File: src/rtl/jc_seg_pkg.sv
package jc_seg_pkg;
  localparam int JC_W   = 5;
  localparam int DIGITS = 2 * JC_W;
  localparam int SEG_W  = 7;
  localparam int DIG_W  = $clog2(DIGITS);

  typedef logic [JC_W-1:0]  jc_t;
  typedef logic [SEG_W-1:0] seg_t;
  typedef logic [DIG_W-1:0] dig_t;

  // Johnson code for step k: ones fill from bit 0 up, then zeros fill from bit 0 up
  function automatic jc_t jc_code(input int k);
    jc_t c;
    for (int b = 0; b < JC_W; b++) begin
      if (k <= JC_W) c[b] = (b < k);
      else           c[b] = (b >= k - JC_W);
    end
    return c;
  endfunction

  // segment pattern, bit0 = a ... bit6 = g
  function automatic seg_t seg_glyph(input dig_t d);
    case (d)
      4'd0:    return 7'h3F;
      4'd1:    return 7'h06;
      4'd2:    return 7'h5B;
      4'd3:    return 7'h4F;
      4'd4:    return 7'h66;
      4'd5:    return 7'h6D;
      4'd6:    return 7'h7D;
      4'd7:    return 7'h07;
      4'd8:    return 7'h7F;
      4'd9:    return 7'h6F;
      default: return '0;
    endcase
  endfunction
endpackage

File: src/rtl/jc_step_match.sv
module jc_step_match
  import jc_seg_pkg::*;
(
  input  logic [JC_W-1:0]  jc_i,
  output logic [DIGITS-1:0] hit_o,
  output logic [DIG_W-1:0]  digit_o,
  output logic              legal_o
);
  for (genvar k = 0; k < DIGITS; k++) begin : g_step
    localparam jc_t CODE = jc_code(k);
    assign hit_o[k] = (jc_i == CODE);
  end

  always_comb begin
    digit_o = '0;
    for (int k = 0; k < DIGITS; k++) begin
      if (hit_o[k]) digit_o = DIG_W'(k);
    end
  end

  assign legal_o = |hit_o;

  // at most one step matches any input code
  always_comb begin
    p_one_step_r2: assert ($onehot0(hit_o))
      else $error("p_one_step_r2: several Johnson steps matched");
  end
endmodule

File: src/rtl/jc_glyph_map.sv
module jc_glyph_map
  import jc_seg_pkg::*;
(
  input  logic [DIG_W-1:0] digit_i,
  input  logic             legal_i,
  input  logic             blank_i,
  input  logic             lamp_i,
  output logic [SEG_W-1:0] seg_o
);
  logic [SEG_W-1:0] glyph;

  assign glyph = seg_glyph(digit_i);

  always_comb begin
    if (lamp_i)                 seg_o = '1;
    else if (blank_i || !legal_i) seg_o = '0;
    else                        seg_o = glyph;
  end

  // an illegal code lights nothing unless lamp test is on
  always_comb begin
    if (!legal_i && !lamp_i)
      p_illegal_dark_r8: assert (seg_o == '0)
        else $error("p_illegal_dark_r8: illegal code lit segments");
  end
endmodule

File: src/rtl/jc_blank_ctrl.sv
module jc_blank_ctrl (
  input  logic zero_i,
  input  logic rbi_i,
  output logic blank_o,
  output logic rbo_o
);
  assign blank_o = zero_i & ~rbi_i;
  assign rbo_o   = ~blank_o;

  // the chain output only drops when the neighbour allowed blanking
  always_comb begin
    if (!rbo_o)
      p_rbo_needs_rbi_r6: assert (!rbi_i)
        else $error("p_rbo_needs_rbi_r6: rbo low with rbi high");
  end
endmodule

File: src/rtl/jc_seg_decoder.sv
module jc_seg_decoder
  import jc_seg_pkg::*;
(
  input  logic [4:0] jc_i,
  input  logic       rbi_i,
  input  logic       lamp_test_i,
  output logic [6:0] seg_o,
  output logic       rbo_o
);
  logic [DIGITS-1:0] hit;
  logic [DIG_W-1:0]  digit;
  logic              legal;
  logic              blank;

  jc_step_match u_match (
    .jc_i    (jc_i),
    .hit_o   (hit),
    .digit_o (digit),
    .legal_o (legal)
  );

  jc_blank_ctrl u_blank (
    .zero_i  (hit[0]),
    .rbi_i   (rbi_i),
    .blank_o (blank),
    .rbo_o   (rbo_o)
  );

  jc_glyph_map u_glyph (
    .digit_i (digit),
    .legal_i (legal),
    .blank_i (blank),
    .lamp_i  (lamp_test_i),
    .seg_o   (seg_o)
  );

  // lamp test wins over decoding and blanking
  always_comb begin
    if (lamp_test_i)
      p_lamp_all_on_r3: assert (seg_o == 7'h7F)
        else $error("p_lamp_all_on_r3: lamp test not all on");
  end

  // a blanked digit is dark without lamp test
  always_comb begin
    if (!rbo_o && !lamp_test_i)
      p_blank_dark_r4: assert (seg_o == 7'h00)
        else $error("p_blank_dark_r4: blanked digit lit");
  end

  // a lit display with blanking output low only happens under lamp test
  always_comb begin
    if (!rbo_o && seg_o != 7'h00)
      p_blank_only_lamp_r7: assert (lamp_test_i)
        else $error("p_blank_only_lamp_r7: blanked digit lit without lamp");
  end
endmodule

File: config.mk
export PLATFORM = sky130hd
export DESIGN_NAME = jc_seg_decoder
export DESIGN_NICKNAME = d
export VERILOG_FILES = /design/src/rtl/jc_seg_pkg.sv /design/src/rtl/jc_step_match.sv /design/src/rtl/jc_glyph_map.sv /design/src/rtl/jc_blank_ctrl.sv /design/src/rtl/jc_seg_decoder.sv
export SDC_FILE = /design/constraint.sdc
export NUM_CORES = 1
export LEC_CHECK = 0
export ABC_AREA = 1
export BUFFER_PORTS_ARGS = -buffer_cell sky130_fd_sc_hd__buf_2
export CAP_MARGIN = 40
export CORE_AREA = 2 2 39 41
export DETAILED_ROUTE_END_ITERATION = 6
export DIE_AREA = 0 0 41 43
export PLACE_DENSITY = 0.59
export SLEW_MARGIN = 5
export SYNTH_ARGS = -nofsm -noshare
export SYNTH_HDL_FRONTEND = slang
export SYNTH_SLANG_ARGS = --single-unit
File: constraint.sdc
create_clock -name vclk -period 1
set_input_delay 0.05 -clock vclk [all_inputs]
set_output_delay 0.05 -clock vclk [all_outputs]
set_load 0.02 [all_outputs]
---- Yosys cells after proc, flatten, opt, wreduce, memory -nomap -nowiden ----
Memory sizes are Yosys's and may differ from the RTL's.
Cells that the tools add are included.
operators by class
  add/subtract/negate cells ............... 0
  $mul .................................... 0
  divide/modulo/power cells ............... 0
  $lt $le $gt $ge ......................... 0
  eq/ne operators ......................... 9
  shifts and indexed selects .............. 0
  mux-type cells .......................... 11
  bitwise operators ....................... 3
  reductions and logical operators ........ 4
operator list
  operator                                       count
  == test 5 bit, second input constant           5
  two-way mux 7 bit                              2
  two-way mux 3 bit                              4
  OR reduction 10 bit                            1
  two-way mux 4 bit                              2
  == test 5 x 1 -> 1 bit, second input constant  1
  == test 5 x 2 -> 1 bit, second input constant  1
  == test 5 x 3 -> 1 bit, second input constant  1
  == test 5 x 4 -> 1 bit, second input constant  1
  logical NOT 5 bit                              1
  two-way mux 2 bit                              2
  inverter 1 bit                                 2
  AND 1 bit                                      1
  logical NOT 1 bit                              1
  logical OR 1 bit                               1
  two-way mux 1 bit                              1
word-level totals
  bits in registers ....................... 0
  bits in latches ......................... 0
  memory bits (writable) .................. 0
  bits in read-only memories .............. 112
  input bits .............................. 7
  memories kept ........................... 1
memories
  name              depth  width  rd ports  clocked after memory_dff  wr ports  RTL line          RTL
  (name not given)  16     7      1         0                         0         jc_seg_pkg.sv:23  case (d)

---- Longest topological paths before layout ----
Gate-level depths: netlist of run 1.
An unclocked memory read counts as a cell.
  depth after elaboration ................. 13
  depth in mapped cells ................... 12
  gate-level depth less buffers ........... 12

---- Cells and area by module ----
Synthesis of run 1 repeated with hierarchy kept, for this count alone.
unflattened totals
  cell total of the unflattened synthesis .. 90
  area, all modules ....................... 440.4 µm²
modules (own cells, without submodules)
  module         instances  cells an instance  area each (µm²)  sequential area each (µm²)
  jc_glyph_map   1          45                 235.2            0.0
  jc_step_match  1          41                 187.7            0.0
  jc_blank_ctrl  1          4                  17.5             0.0

---- Least setup slack after synthesis of run 1 ----
No wires, ideal clock.
  kind .................................... input to output
  start ................................... in jc_i[0]
  end ..................................... out seg_o[2]
  data arrival time ....................... 1,267 ps
  required time ........................... 950 ps
  path slack .............................. -317 ps
  stages on the path ...................... 11
  buffers on the path ..................... 0
  path through ............................ inv_2 > nor2_2 > nand3_1 > nand2_1 > o21ai_2 > nand2_1 > inv_1 > ha_1 > o21ai_0 > nor2_1 > o21ai_1
between the ends
  longest elaborated chain between the ends .. 13
  elaborated cells on any way between the ends .. 26
ends and longest elaborated chain
  element                          RTL line             RTL
  from (decl)                      jc_seg_decoder.sv:4  input logic [4:0] jc_i,
  == test 5 x 1 -> 1 bit           jc_step_match.sv:11  assign hit_o[k] = (jc_i == CODE);
  two-way mux 1 bit                jc_step_match.sv:17  if (hit_o[k]) digit_o = DIG_W'(k);
  two-way mux 2 bit (2 in series)  jc_step_match.sv:17
  two-way mux 3 bit (4 in series)  jc_step_match.sv:17
  two-way mux 4 bit (2 in series)  jc_step_match.sv:17
  memory read (16 x 7 bit)         --
  two-way mux 7 bit (*)            jc_glyph_map.sv:16   else if (blank_i || !legal_i) seg_o = '0;
  two-way mux 7 bit (*)            jc_glyph_map.sv:15   if (lamp_i) seg_o = '1;
  to (decl)                        jc_seg_decoder.sv:7  output logic [6:0] seg_o,
Mark *: on every way between the ends. The rest lies on a longest branch, timed or not.

---- Worst setup path after layout of run 1 ----
  start ................................... in jc_i[0]
  end ..................................... out seg_o[3]
Same word-level chain as after synthesis.

==> results of run 1 <==
## power by group through the flow
| stage | Clock (W) | Sequential, W | Combinational, W |
|---|---|---|---|
| 2_1_floorplan | 0 | 0 | 0.000186 |
| 3_3_place_gp | 0 | 0 | 0.000296 |
| 3_5_place_dp | 0 | 0 | 0.000298 |
| 4_1_cts | 0 | 0 | 0.000362 |
| 5_1_grt | 0 | 0 | 0.000435 |
| 6_report | 0 | 0 | 0.000400 |
## timing repair
item                                    4_1_cts  5_1_grt
gates resized for setup                      32       20
pin swaps                                    11       14
setup buffers                                 4        2
cloned                                        0        0
endpoints found under the setup margin        8        8
hold endpoints to repair                      0        0
## critical path, stage by stage
cell,delay [ns]
buf_12,0.12
nand2_4,0.06
inv_4,0.04
nand3_4,0.07
nand2_2,0.06
o21ai_2,0.16
nand2_2,0.10
ha_4,0.27
inv_2,0.03
nand2_1,0.06
nand4_1,0.10
nand2_2,0.08
buf_6,0.11
## cell type report
type,count,share of cell area [%]
Timing Repair Buffer,35,37.38
Inverter,15,8.787
Tap cell,16,2.232
Multi-Input combinational cell,62,51.60
## metrics by stage
step | worst slack, ns | instances | instance area (um^2) | TNS, ns
3_3_place_gp | -0.4541 | 122 | 676.9 | -3.048
3_5_place_dp | -0.4614 | 122 | 676.9 | -3.082
4_1_cts | -0.3656 | 126 | 813.3 | -2.185
5_1_grt | -0.4515 | 128 | 897.1 | -2.834
6_report | -0.3809 | 128 | 897.1 | -2.251
2_1_floorplan | -0.1178 | 77 | 464.2 | -0.4960
## cell families after synthesis
kind of cell             Yosys count  share of synthesized area, %
adder cells (fa/ha/maj)            3                         10.03
AO/OA/AOI/OAI                      7                         11.37
buffers and inverters             15                         15.05
AND/OR/NAND/NOR                   52                         63.55
## routing by layer
layer / vias up / wire [um]
met4: 0 / 23
met3: 2 / 41
li1: 309 / -
met1: 249 / 481
met5: - / 0
met2: 15 / 747
## worst paths after layout
path / cells after the start / slack (ns) / end / startpoint
hold / removal: 4 / 0.52 / seg_o[2] / lamp_test_i
setup / recovery: 13 / -0.38 / seg_o[3] / jc_i[0]
## layout by cell type (no fill, tap or decap), types with 2 or more instances in the layout
cell type,synthesis,routed
nor2_1,10,6
nor2_4,0,4
buf_12,0,4
o21ai_2,2,5
nand2_2,4,12
nand3_2,1,3
inv_4,0,2
ha_2,0,2
inv_2,3,6
buf_4,0,21
nand2_4,0,2
buf_6,0,6
inv_1,12,5
buf_2,0,3
nand2_1,24,13
nor2_2,6,6
nand4_1,2,2
nand3_4,0,2
## synthesized netlist by cell type, drive strengths merged
cell / instances / area, um^2
nand4: 2 / 12.51
ha: 3 / 37.54
nand2: 28 / 115.1
nor2: 16 / 75.08
o21ai: 7 / 42.54
inv: 15 / 56.30
nand3: 6 / 35.03
==> metrics.md, run 1 <==
| Metric | Value |
|---|---|
| RSZ-0062 raised after global routing | `true` |
| GRT met2 Usage | `28.13%` |
| Port bufs | `15` |
| # clk buffers | `0` |
| Initial drt markers | `3` |
| Post-Syn Area | `374.1 um^2` |
| Net Switching | `0.0002108 W` |
| Maximum vdd drop | `0.1953 mV` |
| Worst Max-Slew Pin Slew | `0.3051 ns` |
| Share of power burned in registers | `0%` |
| Hold Crit Class | `input pin to output port` |
| Ys Warns | `0` |
| Arr. time, crit path | `1.33 ns` |
| N_diodes | `0` |
| Multi-input gate area | `462.9 um^2` |
| Setup crit start kind | `input pin` |
| WL final | `1.293 mm` |
| Area of the core | `0.001384 mm^2` |
| Post-synth net total | `87` |
| Clock network fraction of design power | `0%` |
| Crit path kind | `input pin to output port` |
| Rel. slew slack | `79.64%` |
| Final total power | `0.0004003 W` |
| Final Setup Violations | `7` |
| Worst Path Required | `0.95 ns` |
| GRT overflow | `0` |
| Cts-stage hold buffer count | `0` |
| NumNets Final | `124` |
| Final Worst Setup Slack | `-0.3809 ns` |
| Height of the die | `43 um` |
| Synthesized netlist cell count | `77` |
| Fmax | `724.2 MHz` |
| Pwr Density | `446.2 mW/mm^2` |
| Internal power | `0.0001895 W` |
| Die area | `0.001763 mm^2` |
| Area Overhead vs Synth | `139.8%` |
| CP Max Fanout | `4` |
| Count of cell types in the netlist | `13` |
| Grt peak-use layer | `met2` |
| Row count | `14` |
| Hold_ws | `0.5245 ns` |
| Chip width | `41 um` |
| Boundary pin count | `15` |
| Number of global-route vias before repair | `533` |
| Syn_area_per_cell | `4.859 um^2` |
| Max-slew violations | `0` |
| Fill cells | `118` |
| Critical path capture point type | `output port` |
| GR Util met1 | `16.77%` |
| Total of max-cap violations | `0` |
| Initial antenna violation count | `0` |
| Status | `complete, but fails checks` |
| GR Util met3 | `0.5236%` |
| Sw Ratio | `52.65%` |
| Fin crit period | `1.381 ns` |
| GRT Total Usage | `14.89%` |
| Final design utilization | `64.83%` |
| Failing checks | `setup timing` |
| 1st-pass router iterations | `4` |
| FFs & Latches | `0` |
| Period utilisation layout | `138.1%` |
| Sequential element share of the synthesized area | `0%` |
| Vias/cell | `4.492` |
| DR WL/cell | `10.10 um` |
| First-pass GRT wire length | `1.959 mm` |
| Combinational share of power | `100.0%` |
| Antenna Violating Nets Remaining | `0` |
| FF+latch area | `0 um^2` |
| Initial Utilization | `27.03%` |
| Static Leak | `0.4364 nW` |
| Largest net degree at the start of global routing | `8` |
| GP Congestion | `0.7687` |
| # DRC | `0` |
| HPWL Detailed | `898.5 um` |
| Vias | `575` |
| Layout cells sized above 1 | `74.11%` |
| Final Hold Viols | `0` |
Note: power is estimated with default switching activity, not from simulation.
==> run 2: changes to the inputs <==
--- a/config.mk
+++ b/config.mk
@@ -6,7 +6,7 @@
 export NUM_CORES = 1
 export LEC_CHECK = 0
 export ABC_AREA = 1
-export BUFFER_PORTS_ARGS = -buffer_cell sky130_fd_sc_hd__buf_2
+export BUFFER_PORTS_ARGS = -buffer_cell sky130_fd_sc_hd__buf_4
 export CAP_MARGIN = 40
 export CORE_AREA = 2 2 39 41
 export DETAILED_ROUTE_END_ITERATION = 6
==> metrics.md, run 2 (same netlist as run 1, synthesis figures left out) <==
| Metric | Value |
|---|---|
| Maximum vdd drop | `0.1952 mV (about the same)` |
| Share of power burned in registers | `0% (unchanged)` |
| Crit path kind | `input pin to output port` |
| Total of max-cap violations | `0 (unchanged)` |
| Antenna Violating Nets Remaining | `0 (unchanged)` |
| Rel. slew slack | `79.65% (about the same)` |
| Largest net degree at the start of global routing | `8 (unchanged)` |
| Area of the core | `0.001384 mm^2 (unchanged)` |
| Layout cells sized above 1 | `76.79% (+2.7 points)` |
| Hold Crit Class | `input pin to output port` |
| FF+latch area | `0 um^2 (unchanged)` |
| Final Setup Violations | `7 (unchanged)` |
| First-pass GRT wire length | `2.097 mm (+7.0%)` |
| Row count | `14 (unchanged)` |
| Fin cells | `128 (unchanged)` |
| Status | `complete, but fails checks` |
| WL final | `1.271 mm (-1.7%)` |
| Vias/cell | `4.469 (-0.52%)` |
| Cts-stage hold buffer count | `0 (unchanged)` |
| Final Hold Viols | `0 (unchanged)` |
| Vias | `572 (-0.52%)` |
| Final total power | `0.0004049 W (+1.2%)` |
| Worst Max-Slew Pin Slew | `0.3048 ns (-0.0002313 ns)` |
| Initial antenna violation count | `0 (unchanged)` |
| N_diodes | `0 (unchanged)` |
| Combinational share of power | `100.0% (about the same)` |
| GRT Total Usage | `16.08% (+1.2 points)` |
| Leading cell types in the layout, fill and taps excluded | `24 x buf_4, 12 x nand2_2, 12 x nand2_1, 10 x buf_6` |
| # DRC | `0 (unchanged)` |
| Number of global-route vias before repair | `516 (-3.2%)` |
| FFs & Latches | `0 (unchanged)` |
| GP Congestion | `0.8167 (+6.2%)` |
| Port bufs | `15 (unchanged)` |
| Chip width | `41 um (unchanged)` |
| Fmax | `728.2 MHz (+0.55%)` |
| Failing checks | `setup timing` |
| Post-Place Worst Slack | `-0.4327 ns (+0.02871 ns)` |
| Final Worst Setup Slack | `-0.3733 ns (+0.007566 ns)` |
| Commonest non-fill, non-tap cell in the layout | `buf_4` |
| Die area | `0.001763 mm^2 (unchanged)` |
| Final design utilization | `66.27% (+1.4 points)` |
| Initial Utilization | `27.03% (unchanged)` |
| Height of the die | `43 um (unchanged)` |
| Placed Instances | `121 (-0.82%)` |
| Initial drt markers | `0 (-3)` |
| Worst Path Required | `0.95 ns (about the same)` |
| 1st-pass router iterations | `1 (-3)` |
| RSZ-0062 raised after global routing | `true` |
| Pwr Density | `441.5 mW/mm^2 (-1.0%)` |
| # clk buffers | `0 (unchanged)` |
| Arr. time, crit path | `1.32 ns (about the same)` |
| Area Overhead vs Synth | `145.2%` |
| Internal power | `0.0001854 W (-2.2%)` |
| Max-slew violations | `0 (unchanged)` |
| Clock network fraction of design power | `0% (unchanged)` |
| CP Max Fanout | `4 (unchanged)` |
| GRT overflow | `0 (unchanged)` |
| Period utilisation layout | `137.3% (-0.76 points)` |
| Sw Ratio | `54.21% (+1.6 points)` |
| Setup crit start kind | `input pin` |
| DR WL/cell | `9.930 um (-1.7%)` |
| Static Leak | `0.4397 nW (+0.75%)` |
| Boundary pin count | `15 (unchanged)` |
| Hold_ws | `0.5275 ns (+0.002951 ns)` |
| HPWL Detailed | `967.3 um (+7.7%)` |
| Fin crit period | `1.373 ns (-0.007566 ns)` |
| NumNets Final | `124 (unchanged)` |
| Critical path capture point type | `output port` |
| Net Switching | `0.0002195 W (+4.2%)` |
-- run 2: cell counts in the layout (fill, tap and decap cells not counted) --
No cell type changed its count.
-- run 2: power by group through the flow --
stage | logic (W) | registers, W | clock network (W)
3_3_place_gp | 0.000312 | 0 | 0
4_1_cts | 0.000378 | 0 | 0
6_report | 0.000405 | 0 | 0
2_1_floorplan | 0.000186 | 0 | 0
5_1_grt | 0.000440 | 0 | 0
3_5_place_dp | 0.000315 | 0 | 0
-- run 2: worst max-delay path, stage by stage --
cell	delay (ns)
buf_12	0.12
nand2_4	0.06
inv_4	0.04
nand3_4	0.07
nand2_2	0.05
o21ai_2	0.17
nand2_2	0.12
ha_4	0.28
inv_2	0.03
nand2_1	0.05
nand4_1	0.09
nand2_2	0.08
buf_6	0.11
-- run 2: metrics by stage --
step           TNS [ns]  instance area [um^2]
6_report         -2.294                 917.1
5_1_grt          -2.835                 917.1
4_1_cts          -2.093                 847.1
3_5_place_dp     -2.845                 694.4
3_3_place_gp     -2.795                 694.4
2_1_floorplan   -0.4960                 464.2
-- run 2: path summary, 6_finish.rpt --
check / slack [ns] / cells past startpoint / from / endpoint
hold / removal: 0.53 / 4 / lamp_test_i / seg_o[5]
setup / recovery: -0.37 / 13 / jc_i[0] / seg_o[3]
-- run 2: layer usage --
layer	vias to the layer above	routed length, um	GRT usage (%)
met5	-	0	0
met4	0	0	0
met3	0	44	0
met2	13	776	30.31
met1	251	451	20.25
li1	308	-	-
-- run 2: area by class of cell --
| cell class | instances | area [um^2] |
|---|---|---|
| multi-input combinational | 62 | 505.5 |
| fill | 123 | 466.7 |
| timing repair buffer | 35 | 312.8 |
| inverter | 15 | 78.83 |
| tap | 16 | 20.02 |
-- run 2: what timing repair did --
item | CTS | global route
setup buffers | 5 | 2
setup endpoints to repair | 8 | 8
pin swaps | 15 | 8
gates resized for setup | 30 | 14
cloned | 0 | 0
